`src/rtl/gpio_bank.sv`:
```
module gpio_bank #(
  parameter int WIDTH       = 8,
  parameter int SYNC_STAGES = 2,
  parameter logic [WIDTH-1:0] OUT_RESET = '1,
  parameter logic [WIDTH-1:0] CFG_RESET = '1
) (
  input  logic             clk,
  input  logic             rst_n,
  input  logic             wr_en,
  input  logic             rd_en,
  input  logic [1:0]       reg_sel,
  input  logic [WIDTH-1:0] wr_data,
  output logic [WIDTH-1:0] rd_data,
  input  logic [WIDTH-1:0] pin_in,
  output logic [WIDTH-1:0] pin_out,
  output logic [WIDTH-1:0] pin_oe
);

  localparam logic [1:0] SEL_IN  = 2'd0;
  localparam logic [1:0] SEL_OUT = 2'd1;
  localparam logic [1:0] SEL_INV = 2'd2;
  localparam logic [1:0] SEL_CFG = 2'd3;
  localparam int LAST = SYNC_STAGES - 1;

  logic [WIDTH-1:0] sync_q [SYNC_STAGES];
  logic [WIDTH-1:0] out_q, inv_q, cfg_q;
  logic [WIDTH-1:0] in_view, rd_mux;

  always_ff @(posedge clk or negedge rst_n) begin
    if (!rst_n) sync_q[0] <= '0;
    else        sync_q[0] <= pin_in;
  end

  for (genvar s = 1; s < SYNC_STAGES; s++) begin : g_sync
    always_ff @(posedge clk or negedge rst_n) begin
      if (!rst_n) sync_q[s] <= '0;
      else        sync_q[s] <= sync_q[s-1];
    end
  end

  always_ff @(posedge clk or negedge rst_n) begin
    if (!rst_n) begin
      out_q <= OUT_RESET;
      inv_q <= '0;
      cfg_q <= CFG_RESET;
    end else if (wr_en) begin
      case (reg_sel)
        SEL_OUT: out_q <= wr_data;
        SEL_INV: inv_q <= wr_data;
        SEL_CFG: cfg_q <= wr_data;
        default: ;
      endcase
    end
  end

  assign in_view = sync_q[LAST] ^ inv_q;

  always_comb begin
    case (reg_sel)
      SEL_IN:  rd_mux = in_view;
      SEL_OUT: rd_mux = out_q;
      SEL_INV: rd_mux = inv_q;
      default: rd_mux = cfg_q;
    endcase
  end

  always_ff @(posedge clk or negedge rst_n) begin
    if (!rst_n)     rd_data <= '0;
    else if (rd_en) rd_data <= rd_mux;
  end

  assign pin_oe  = ~cfg_q;
  assign pin_out = out_q;

  p_cfg_write_drives_oe_r3: assert property (@(posedge clk) disable iff (!rst_n)
    (wr_en && reg_sel == SEL_CFG) |=> (pin_oe == ~$past(wr_data)));

  p_out_write_drives_pin_r4: assert property (@(posedge clk) disable iff (!rst_n)
    (wr_en && reg_sel == SEL_OUT) |=> (pin_out == $past(wr_data)));

  p_pads_hold_without_write_r2: assert property (@(posedge clk) disable iff (!rst_n)
    !wr_en |=> ($stable(pin_out) && $stable(pin_oe)));

  p_rd_hold_r2: assert property (@(posedge clk) disable iff (!rst_n)
    !rd_en |=> $stable(rd_data));

  p_input_write_ignored_r8: assert property (@(posedge clk) disable iff (!rst_n)
    (wr_en && reg_sel == SEL_IN) |=> ($stable(pin_out) && $stable(pin_oe)));

  p_out_read_is_flop_r7: assert property (@(posedge clk) disable iff (!rst_n)
    (rd_en && !wr_en && reg_sel == SEL_OUT) |=> (rd_data == pin_out));

  p_cfg_read_matches_oe_r6: assert property (@(posedge clk) disable iff (!rst_n)
    (rd_en && !wr_en && reg_sel == SEL_CFG) |=> (rd_data == ~pin_oe));

endmodule

```
`config.mk`:
```
export PLATFORM = sky130hd
export DESIGN_NAME = gpio_bank
export DESIGN_NICKNAME = d
export VERILOG_FILES = /design/src/rtl/gpio_bank.sv
export SDC_FILE = /design/constraint.sdc
export NUM_CORES = 1
export LEC_CHECK = 0
export BUFFER_PORTS_ARGS = -buffer_cell sky130_fd_sc_hd__buf_2
export CELL_PAD_IN_SITES_DETAIL_PLACEMENT = 1
export CELL_PAD_IN_SITES_GLOBAL_PLACEMENT = 2
export CORE_ASPECT_RATIO = 1.25
export CORE_MARGIN = 3
export CORE_UTILIZATION = 40
export CTS_BUF_LIST = sky130_fd_sc_hd__clkbuf_8
export DETAILED_ROUTE_END_ITERATION = 8
export GPL_ROUTABILITY_DRIVEN = 0
export PLACE_DENSITY = 0.87
export SLEW_MARGIN = 15
export SYNTH_ARGS = -nofsm -noshare
export SYNTH_HDL_FRONTEND = slang
export SYNTH_SLANG_ARGS = --single-unit
export TNS_END_PERCENT = 30
```
`constraint.sdc`:
```
create_clock -name clk -period 2 [get_ports clk]
set_clock_uncertainty 0.1 [all_clocks]
set_input_delay 0.2 -clock clk [delete_from_list [all_inputs] [get_ports clk]]
set_output_delay 0.2 -clock clk [all_outputs]
set_load 0.005 [all_outputs]
```
==> reports/metrics.csv <==
metric,value,unit
status,completed,
reg2reg_slack,0.80,ns
antenna_left,0,
grt_max_degree,26,
dieHeight,86.06,um
post-route-drc-count,0,
drive_gt1_share,49.05,%
setup_violations,0,
htree_num_levels,2,
tightestPinTransition,0.6070,ns
synthDistinctLibCells,20,
io_pins,46,
die_w,70.04,um
grt.total_usage,15.96,%
worstPathRequired,1.70,ns
sw_frac_of_total,26.34,%
cp-startpoint,cfg_q[6],
worstPathArrival,1.02,ns
min-delay-start,wr_data[3],
r2r_start,inv_q[7],
slew_violations,0,
fp-row-count,28,
hold_viol,0,
seq_power_share,55.4,%
min_path_cells,2,
critPathKind,reg2out,
clockRootBuffer,clkbuf_8,
synthCells,152,
grt_overflow,0,
cts_setup_buffers,0,
avgSynthCellArea,13.49,sq um
syn-num-nets,174,
hold_path_end,pin_out[3],
first_global_vias,1508,
drtIter0Drc,67,
numCtsBuffers,5,
dp.cells,253,
crit_slowest_cell,dfstp_2,
clk_pin_slew,0.09,ns
crit_path_cell_trace,"inv_1, buf_2",
clock_latency,0.29,ns
wl_per_cell,16.30,um
period_share,66.00,%
slowest_delay,0.56,ns
rsz0062_at_grt,no,
cp-end-kind,primary output,
cap_violations,0,
layout.nets,231,
hold_class,in2reg,
cp_max_fo,3,
dieArea,6027,sq um
share_comb_of_total_power,19.0,%
clkPwrFrac,25.6,%
start_util,42.42,%
power_leakage,1.192,nW
syn_area,2051,sq um
powerDensity,904.6,nW/um^2
r2r_cells,4,
fin_setup_tns,0,ns
grt_pass1_wl,7458,um
r2r_end,rd_data[7],
syn_to_final_growth,22.03,%
vdd_drop_max,0.4850,mV
core_area,4835,sq um
period_needed,1.320,ns
vias_per_cell,5.104,
cp_num_buf_inv,2,
port_buffers,45,
ys_seq_area_share,59.55,%
synth-seq-cells,48,
cts.sinks,48,
cts_tree,built,
antenna_found_initial,0,
num_antenna_cells,0,
p_switching,0.5961,mW
dpl.hpwl,3077,um
fin_cells,270,
internal_power,1.667,mW
max_slew_margin,59.54,%
clockBufferDepth,2,
ys.warnings.count,0,
drt-total-wl,4402,um
crit_path_start_kind,flop,
via_count,1378,
firstDrtPassIters,4,
clock.fmax,757.5,MHz
cpLargestDelayFamily,flip-flops,
==> cells by family after synthesis <==
| kind of cell | Yosys count | share of synthesized area, % |
|---|---|---|
| buffers and inverters | 22 | 5.674 |
| xor gates and xnor gates | 1 | 0.4272 |
| DFF | 48 | 59.55 |
| AOI/OAI and AO/OA | 30 | 8.298 |
| muxes | 39 | 21.48 |
| and+or+nand+nor | 12 | 4.576 |
==> cells in the final DEF (no fill, tap or decap) <==
cell            n
buf_2          45
dfrtp_1        32
mux2_2         28
inv_1          18
dfstp_2        16
o21ai_0        13
dlygate4sd3_1   9
nand2_1         8
mux2i_1         8
o31ai_1         7
a21oi_1         7
clkbuf_8        6
mux2_4          3
nand3b_4        2
o21ai_1         2
nand3_4         1
nand2b_1        1
xnor2_1         1
o211ai_1        1
buf_12          1
buf_4           1
==> state kept, by name (all words and copies together), names as in the netlist <==
| name | flops |
|---|---|
| cfg_q | 8 |
| pin_out | 8 |
| sync_q | 16 |
| inv_q | 8 |
| rd_data | 8 |
==> metal layers <==
| metal | track usage, % | part of all wire (%) | wire length, um | vias up |
|---|---|---|---|---|
| met1 | 18.90 | 41 | 1791 | 704 |
| met4 | 6.446 | 1.4 | 63 | 0 |
| li1 | - | - | - | 633 |
| met5 | 0 | 0 | 0 | - |
| met2 | 27.60 | 54 | 2363 | 32 |
| met3 | 4.103 | 4.2 | 183 | 9 |
==> area by class of cell <==
| cell class | count | area [sq um] |
|---|---|---|
| clock buffer | 6 | 82.58 |
| clock inverter | 2 | 7.507 |
| fill | 524 | 2332 |
| inverter | 16 | 60.06 |
| multi-input combinational | 82 | 713.2 |
| sequential | 48 | 1221 |
| tap | 60 | 75.07 |
| timing repair buffer | 56 | 342.8 |
==> synthesized netlist by cell type <==
cell type / count / area [sq um]
o211ai_1: 1 / 7.510
xnor2_1: 1 / 8.760
o31ai_1: 7 / 52.55
buf_2: 2 / 10.01
mux2_2: 28 / 315.3
buf_6: 1 / 11.26
buf_12: 1 / 20.02
nand2_1: 8 / 30.03
inv_1: 16 / 60.06
buf_4: 2 / 15.01
nand3b_4: 2 / 40.04
mux2_4: 3 / 45.04
nand3_4: 1 / 17.52
mux2i_1: 8 / 80.08
o21ai_1: 2 / 10.01
dfrtp_1: 32 / 800.8
nand2b_1: 1 / 6.260
o21ai_0: 13 / 65.06
a21oi_1: 7 / 35.03
dfstp_2: 16 / 420.4
==> metrics by stage <==
stage               worst slack [ns]  util [%]  area [sq um]  total power, mW  hold WS (ns)
detailed placement            0.3580     48.03          2322            1.700        0.1428
floorplan                     0.8591         -          2051            1.493       -0.1956
finish                        0.6799     51.76          2502            2.264       0.06640
CTS                           0.6682     51.76          2502            2.303       0.05497
global placement              0.4308     48.03          2322            1.668        0.1290
global route                  0.6068     51.76          2502            2.402       0.06574
==> power by group through the flow <==
| stage | sequential (mW) | clock, mW | combinational (mW) |
|---|---|---|---|
| CTS | 1.26 | 0.605 | 0.442 |
| finish | 1.25 | 0.580 | 0.431 |
| global route | 1.28 | 0.642 | 0.483 |
| global placement | 1.26 | 0 | 0.408 |
| floorplan | 1.25 | 0 | 0.242 |
| detailed placement | 1.27 | 0 | 0.426 |
==> timing repair <==
action                                 4_1_cts  5_1_grt
hold buffers                                 9        0
endpoints found under the hold margin       23        0
resized for setup                            0        0
==> worst max-delay path by stage <==
stage | end | slack, ns | depth (start not counted)
6_report | pin_oe[6] | 0.68 | 2
3_3_place_gp | rd_data[2] | 0.43 | 4
4_1_cts | pin_oe[6] | 0.67 | 2
2_1_floorplan | rd_data[5] | 0.86 | 5
5_1_grt | rd_data[7] | 0.61 | 4
3_5_place_dp | rd_data[0] | 0.36 | 6
Note: power is estimated with default switching activity, not from simulation.
